### src/rtl/rxf_pkg.sv
package rxf_pkg;

  localparam int CFG_W = 32;

  typedef enum logic [1:0] {
    CLS_OTHER   = 2'b00,
    CLS_STATION = 2'b01,
    CLS_MCAST   = 2'b10,
    CLS_BCAST   = 2'b11
  } dst_class_e;

  // Packed order matches control bits 31..27.
  typedef struct packed {
    logic en;
    logic acc_bc;
    logic acc_mc;
    logic acc_uc;
    logic acc_pm;
  } filt_mode_t;

  localparam int MODE_LSB = CFG_W - 5;

endpackage

### src/rtl/rxf_cfg_regs.sv
module rxf_cfg_regs
  import rxf_pkg::*;
#(
  parameter int MAC_BYTES = 6
) (
  input  logic                   clk,
  input  logic                   rst_n,
  input  logic                   cfg_wr,
  input  logic                   cfg_sel,
  input  logic [CFG_W-1:0]       cfg_wdata,
  output logic [CFG_W-1:0]       cfg_rdata,
  output filt_mode_t             mode,
  output logic [8*MAC_BYTES-1:0] station
);

  localparam int NWORDS = MAC_BYTES / 2;
  localparam int PTR_W  = $clog2(MAC_BYTES);
  localparam int ADDR_W = 8 * MAC_BYTES;

  filt_mode_t        mode_q, mode_d;
  logic [PTR_W-1:0]  ptr_q, ptr_d;
  logic [ADDR_W-1:0] station_q, station_d;
  logic              ctrl_wr, data_wr;
  logic [15:0]       rd_word;

  assign ctrl_wr = cfg_wr && !cfg_sel;
  assign data_wr = cfg_wr && cfg_sel;

  always_comb begin
    mode_d = mode_q;
    ptr_d  = ptr_q;
    if (ctrl_wr) begin
      ptr_d     = cfg_wdata[PTR_W-1:0];
      mode_d.en = cfg_wdata[CFG_W-1];
      if (!mode_q.en) begin
        mode_d.acc_bc = cfg_wdata[CFG_W-2];
        mode_d.acc_mc = cfg_wdata[CFG_W-3];
        mode_d.acc_uc = cfg_wdata[CFG_W-4];
        mode_d.acc_pm = cfg_wdata[CFG_W-5];
      end
    end
  end

  always_comb begin
    station_d = station_q;
    rd_word   = '0;
    for (int w = 0; w < NWORDS; w++) begin
      if (ptr_q == PTR_W'(2 * w)) begin
        rd_word = station_q[16*w +: 16];
        if (data_wr && !mode_q.en) station_d[16*w +: 16] = cfg_wdata[15:0];
      end
    end
  end

  always_ff @(posedge clk or negedge rst_n) begin
    if (!rst_n) begin
      mode_q    <= '0;
      ptr_q     <= '0;
      station_q <= '0;
    end else begin
      if (ctrl_wr) begin
        mode_q <= mode_d;
        ptr_q  <= ptr_d;
      end
      if (data_wr) station_q <= station_d;
    end
  end

  always_comb begin
    cfg_rdata = '0;
    if (cfg_sel) begin
      cfg_rdata[15:0] = rd_word;
    end else begin
      cfg_rdata[CFG_W-1:MODE_LSB] = mode_q;
      cfg_rdata[PTR_W-1:0]        = ptr_q;
    end
  end

  assign mode    = mode_q;
  assign station = station_q;


  addr_frozen_chk: assert property (@(posedge clk) disable iff (!rst_n)
    (data_wr && mode_q.en) |=> $stable(station_q));


  flags_frozen_chk: assert property (@(posedge clk) disable iff (!rst_n)
    (ctrl_wr && mode_q.en) |=>
      $stable({mode_q.acc_bc, mode_q.acc_mc, mode_q.acc_uc, mode_q.acc_pm}));

endmodule

### src/rtl/rxf_dest_capture.sv
module rxf_dest_capture #(
  parameter int MAC_BYTES = 6
) (
  input  logic                   clk,
  input  logic                   rst_n,
  input  logic                   rx_valid,
  input  logic [7:0]             rx_data,
  input  logic                   rx_last,
  output logic [8*MAC_BYTES-1:0] dest,
  output logic                   dest_done,
  output logic                   short_end
);

  localparam int CNT_W  = $clog2(MAC_BYTES + 1);
  localparam int HELD_W = 8 * (MAC_BYTES - 1);

  logic [CNT_W-1:0]  cnt_q, cnt_d;
  logic [HELD_W-1:0] held;

  always_comb begin
    cnt_d = cnt_q;
    if (rx_valid) begin
      if (rx_last)                             cnt_d = '0;
      else if (cnt_q < CNT_W'(MAC_BYTES))      cnt_d = cnt_q + 1'b1;
    end
  end

  always_ff @(posedge clk or negedge rst_n) begin
    if (!rst_n)        cnt_q <= '0;
    else if (rx_valid) cnt_q <= cnt_d;
  end

  for (genvar i = 0; i < MAC_BYTES - 1; i++) begin : g_byte
    logic [7:0] byte_q;
    logic       ld;
    assign ld = rx_valid && (cnt_q == CNT_W'(i));
    always_ff @(posedge clk or negedge rst_n) begin
      if (!rst_n)  byte_q <= '0;
      else if (ld) byte_q <= rx_data;
    end
    assign held[8*i +: 8] = byte_q;
  end

  assign dest      = {rx_data, held};
  assign dest_done = rx_valid && (cnt_q == CNT_W'(MAC_BYTES - 1));
  assign short_end = rx_valid && rx_last && (cnt_q < CNT_W'(MAC_BYTES - 1));


  idle_hold_chk: assert property (@(posedge clk) disable iff (!rst_n)
    !rx_valid |=> $stable(cnt_q) && $stable(held));


  one_event_chk: assert property (@(posedge clk) disable iff (!rst_n)
    !(dest_done && short_end));

endmodule

### src/rtl/rxf_decide.sv
module rxf_decide
  import rxf_pkg::*;
#(
  parameter int MAC_BYTES = 6
) (
  input  logic                   clk,
  input  logic                   rst_n,
  input  filt_mode_t             mode,
  input  logic [8*MAC_BYTES-1:0] station,
  input  logic [8*MAC_BYTES-1:0] dest,
  input  logic                   dest_done,
  input  logic                   short_end,
  output logic                   dec_valid,
  output logic                   dec_accept,
  output logic [1:0]             dec_class
);

  logic       is_bc, is_mc, is_uc, is_match;
  logic       acc_d, acc_q, vld_q, load;
  dst_class_e cls_d, cls_q;

  assign is_bc    = &dest;
  assign is_mc    = dest[0] && !is_bc;
  assign is_uc    = !dest[0];
  assign is_match = (dest == station);

  always_comb begin
    if (is_bc)         cls_d = CLS_BCAST;
    else if (is_mc)    cls_d = CLS_MCAST;
    else if (is_match) cls_d = CLS_STATION;
    else               cls_d = CLS_OTHER;

    acc_d = mode.en && ((is_bc && mode.acc_bc) || (is_mc && mode.acc_mc) ||
                        (is_uc && mode.acc_uc) || (is_match && mode.acc_pm));
    if (short_end) begin
      cls_d = CLS_OTHER;
      acc_d = 1'b0;
    end
  end

  assign load = dest_done || short_end;

  always_ff @(posedge clk or negedge rst_n) begin
    if (!rst_n) begin
      vld_q <= 1'b0;
      acc_q <= 1'b0;
      cls_q <= CLS_OTHER;
    end else begin
      vld_q <= load;
      if (load) begin
        acc_q <= acc_d;
        cls_q <= cls_d;
      end else begin
        acc_q <= 1'b0;
        cls_q <= CLS_OTHER;
      end
    end
  end

  assign dec_valid  = vld_q;
  assign dec_accept = acc_q;
  assign dec_class  = cls_q;


  off_rejects_chk: assert property (@(posedge clk) disable iff (!rst_n)
    (load && !mode.en) |=> (dec_valid && !dec_accept));


  short_reject_chk: assert property (@(posedge clk) disable iff (!rst_n)
    short_end |=> (dec_valid && !dec_accept && dec_class == 2'b00));


  accept_qual_chk: assert property (@(posedge clk) disable iff (!rst_n)
    dec_accept |-> dec_valid);


  bcast_class_chk: assert property (@(posedge clk) disable iff (!rst_n)
    (dest_done && (&dest)) |=> (dec_class == 2'b11));

endmodule

### src/rtl/rx_dest_filter.sv
module rx_dest_filter
  import rxf_pkg::*;
#(
  parameter int MAC_BYTES = 6
) (
  input  logic             clk,
  input  logic             rst_n,
  input  logic             cfg_wr,
  input  logic             cfg_sel,
  input  logic [CFG_W-1:0] cfg_wdata,
  output logic [CFG_W-1:0] cfg_rdata,
  input  logic             rx_valid,
  input  logic [7:0]       rx_data,
  input  logic             rx_last,
  output logic             dec_valid,
  output logic             dec_accept,
  output logic [1:0]       dec_class
);

  localparam int ADDR_W = 8 * MAC_BYTES;

  filt_mode_t        mode;
  logic [ADDR_W-1:0] station;
  logic [ADDR_W-1:0] dest;
  logic              dest_done, short_end;

  rxf_cfg_regs #(.MAC_BYTES(MAC_BYTES)) u_cfg (
    .clk       (clk),
    .rst_n     (rst_n),
    .cfg_wr    (cfg_wr),
    .cfg_sel   (cfg_sel),
    .cfg_wdata (cfg_wdata),
    .cfg_rdata (cfg_rdata),
    .mode      (mode),
    .station   (station)
  );

  rxf_dest_capture #(.MAC_BYTES(MAC_BYTES)) u_cap (
    .clk       (clk),
    .rst_n     (rst_n),
    .rx_valid  (rx_valid),
    .rx_data   (rx_data),
    .rx_last   (rx_last),
    .dest      (dest),
    .dest_done (dest_done),
    .short_end (short_end)
  );

  rxf_decide #(.MAC_BYTES(MAC_BYTES)) u_dec (
    .clk        (clk),
    .rst_n      (rst_n),
    .mode       (mode),
    .station    (station),
    .dest       (dest),
    .dest_done  (dest_done),
    .short_end  (short_end),
    .dec_valid  (dec_valid),
    .dec_accept (dec_accept),
    .dec_class  (dec_class)
  );

endmodule

### config.mk
export PLATFORM = sky130hd
export DESIGN_NAME = rx_dest_filter
export DESIGN_NICKNAME = d
export VERILOG_FILES = /design/src/rtl/rxf_pkg.sv /design/src/rtl/rxf_cfg_regs.sv /design/src/rtl/rxf_dest_capture.sv /design/src/rtl/rxf_decide.sv /design/src/rtl/rx_dest_filter.sv
export SDC_FILE = /design/constraint.sdc
export NUM_CORES = 1
export LEC_CHECK = 0
export ABC_AREA = 1
export BUFFER_PORTS_ARGS = -buffer_cell sky130_fd_sc_hd__buf_2
export CORE_MARGIN = 4
export CORE_UTILIZATION = 64
export CTS_BUF_LIST = sky130_fd_sc_hd__clkbuf_8
export DETAILED_ROUTE_END_ITERATION = 10
export PLACE_DENSITY = 0.95
export SETUP_SLACK_MARGIN = 0.5
export SYNTH_ARGS = -nofsm -noshare
export SYNTH_HDL_FRONTEND = slang
export SYNTH_SLANG_ARGS = --single-unit
### constraint.sdc
create_clock -name clk -period 3 [get_ports clk]
set_clock_uncertainty 0.15 [all_clocks]
set_input_delay 0.45 -clock clk [delete_from_list [all_inputs] [get_ports clk]]
set_output_delay 0.45 -clock clk [all_outputs]
set_load 0.01 [all_outputs]
==> flow_summary_export.csv <==
group,metric,value,unit
outcome,status,"finished, final reports clean",
floorplan,fp.dieH,101,um
synthesis,synth-xor-area-share,2.68,%
synthesis,synth_fa_ha_area_share,1.12,%
layout,final_common_cell,"nand2_1",
timing,worstMarginPinSlew,708,ps
detailed_routing,vias,5301,
synthesis,synth-edff-count,0,
critical_path,crit_path_end_kind,"primary output",
clock_network,ctsRootBufferMaster,"clkbuf_8",
critical_path,cp_slowest_cell,"dfrtp_1",
critical_path,cp_cell_sequence,"nor3_4 > buf_6 > a221oi_1 > a211oi_1 > buf_2",
synthesis,synthSimpleGateAreaFrac,23.9,%
floorplan,coreArea,8340,um^2
global_routing,grt_max_degree,71,
global_routing,grt_pass1_wl,25100,um
synthesis,netlist_instances,710,
power,vdd_drop_max,492,uV
synthesis,avgSynthCellArea,7.83,um^2
place,finalWeightedCongestion,0.935,
timing,finalSetupViolCount,0,
worst_hold_path,hold_path.class,"input port to flop",
critical_path,cp.required,2400,ps
place,dp.cells,856,
timing,max_freq,0.406,GHz
place,place_hpwl,10300,um
synthesis,ys_seq_elements,103,
clock_network,cts_max_level,3,
timing,fin_crit,2470,ps
power,power_switching,2.10,mW
power,intPower,2.88,mW
floorplan,rows,33,
timing,fin_setup_tns,0,ps
timing,worst_slack,535,ps
critical_path,cp-start-kind,"flop",
power,seqPwrFrac,49.5,%
clock_network,tritoncts,"built",
power,p_per_area,808,nW/um^2
global_routing,grt_pass1_vias,5147,
synthesis,synth_mux_area_share,0,%
detailed_routing,drtPass1Iterations,7,
layout,area_delta_synth_final,10.6,%
layout,final_cell_mix,"237 x nand2_1, 102 x dfrtp_1, 85 x inv_1",
clock_network,clk_pin_slew_worst_paths,110,ps
global_routing,grt_usage,31.5,%
detailed_routing,vias_per_cell,6.02,
synthesis,synth_compound_area_share,16.0,%
layout,fin_nets,821,
run,cap_violations,0,
floorplan,die_w,101,um
synthesis,yosys_warnings,0,
clock_network,cts_buffers,9,
detailed_routing,wire_per_inst,17.7,um
floorplan,dieArea,10200,um^2
detailed_routing,ant_nets,0,
detailed_routing,drcViolationCount,0,
clock_network,cts.path.max_buffers,2,
layout,drive_gt1_share,17.3,%
place,port_buffers,59,
power,total_power,4.97,mW
power,clkPwrFrac,16.7,%
power,sw_frac_of_total,42.1,%
synthesis,syn-cell-area,5560,um^2
critical_path,cp.arrival,1870,ps
layout,instances_no_fill,880,
timing,fin_crit_sh,82.2,%
timing,slew_headroom,52.6,%
place,place_ws,725,ps
layout,nFillCells,560,
critical_path,worst-path-max-fanout,17,
synthesis,synth_top_family_by_area,"simple AND/OR/NAND/NOR gates",
timing,hold_viol_final,0,
global_routing,grt_remaining_overflow,0,
critical_path,cp_slowest_stage_delay,500,ps
floorplan,pin_count,82,
layout,diodes,0,
synthesis,synthDistinctLibCells,33,
power,power.leakage,3.13,nW
synthesis,synth_ff_type,"dfrtp_1",
clock_network,cts_sinks,103,
timing,slew_viol_final,0,
detailed_routing,drt_iter0_drc,768,
clock_network,clk_latency,380,ps
synthesis,yosysSeqAreaShare,46.3,%
timing,rsz0062_at_grt,"false",
critical_path,crit_type,"flop to primary output",
synthesis,async_flop_share,100,%
power,combPwrFrac,33.8,%
detailed_routing,finalWirelength,15500,um
global_routing,antenna_found_initial,0,
floorplan,initial_utilization,66.7,%
area by class of cell:
class | count | area, um^2 | share of cell area (%)
flip-flops and latches | 103 | 2580 | 41.9
inverters | 89 | 339 | 5.51
clock inverters | 6 | 42.5 | 0.691
multi-input cells | 497 | 2500 | 40.6
well taps | 105 | 131 | 2.14
repair buffers | 70 | 424 | 6.89
clock buffers | 10 | 138 | 2.24
metrics by stage:
stage / area (um^2) / util [%] / hold slack, ps
after floorplan: 5600 / - / 4.41
after global placement: 5850 / 70.2 / 274
after detailed placement: 5850 / 70.2 / 276
after CTS: 6130 / 73.5 / 138
after global routing: 6150 / 73.8 / 140
final: 6150 / 73.8 / 129
path summary, 6_finish.rpt:
path | slack, ps | endpoint | from | depth (start not counted)
setup / recovery | 530 | cfg_rdata[15] | u_cfg.ptr_q[2]$_DFFE_PN0P_ | 5
hold reg to reg | 370 | u_cfg.station[38]$_DFFE_PN0P_ | u_cfg.station[38]$_DFFE_PN0P_ | 2
setup reg to reg | 1010 | u_cfg.station[9]$_DFFE_PN0P_ | u_cfg.ptr_q[0]$_DFFE_PN0P_ | 7
min in group asynchronous | 410 | u_cfg.station[25]$_DFFE_PN0P_ | rst_n | 2
max in group asynchronous | 1560 | u_cfg.ptr_q[0]$_DFFE_PN0P_ | rst_n | 3
hold / removal | 130 | u_cfg.mode[4]$_DFFE_PN0P_ | cfg_wdata[31] | 3
power groups by stage:
stage / sequential, mW / combinational, mW / clock (mW)
5_1_grt: 2.50 / 1.89 / 0.881
4_1_cts: 2.41 / 1.62 / 0.819
3_5_place_dp: 2.42 / 1.56 / 0
6_report: 2.46 / 1.68 / 0.830
2_1_floorplan: 2.26 / 1.21 / 0
3_3_place_gp: 2.38 / 1.45 / 0
worst max-delay path, delay by kind of cell, from the launching register on:
kind	cells	cell delay (ps)
DFF	1	500
buffers and inverters	2	430
AOI/OAI and AO/OA	2	350
and+or+nand+nor	1	210
sequential cells by signal (all words and copies together) (netlist names):
name / flops
u_dec.dec_class: 2
u_cfg.ptr_q: 3
u_dec.dec_accept: 1
u_dec.dec_valid: 1
u_cfg.station: 48
u_cap.g_byte.byte_q: 40
u_cap.cnt_q: 3
u_cfg.mode: 5
Yosys cell counts, types with 6 or more instances:
| master | number | area share, % |
|---|---|---|
| clkbuf_1 | 6 | 0.40 |
| a21oi_1 | 7 | 0.63 |
| o21ai_2 | 18 | 2.8 |
| a221oi_1 | 9 | 1.4 |
| xnor2_1 | 14 | 2.2 |
| nand3_1 | 9 | 0.81 |
| buf_4 | 13 | 1.8 |
| nor2_1 | 74 | 5.0 |
| dfrtp_1 | 103 | 46 |
| o21ai_0 | 48 | 4.3 |
| buf_2 | 8 | 0.72 |
| nand2_1 | 237 | 16 |
| o21ai_1 | 30 | 2.7 |
| inv_1 | 85 | 5.7 |
cells by family (layout without fill, tap and decap cells):
logic type / Yosys count / in the layout
XOR/XNOR: 17 / 17
AO/OA/AOI/OAI: 132 / 132
buffers and inverters: 121 / 175
adder cells (fa/ha/maj): 5 / 5
other: 1 / 11
flip-flops: 103 / 103
AND/OR/NAND/NOR: 331 / 332
metal layers:
| metal | GRT usage [%] | share of wire, % |
|---|---|---|
| met1 | 39.4 | 36 |
| met2 | 50.8 | 48 |
| met3 | 5.37 | 10 |
| met4 | 19.8 | 5.9 |
| met5 | 0 | 0 |
repair_timing:
action,CTS,global route
hold buffers,1,0
gates resized for setup,3,6
pin swaps,2,1
gates cloned,1,0
hold endpoints to repair,33,0
endpoints found under the setup margin,16,14
setup buffers,5,1
Power figures use the tool's default switching activity.
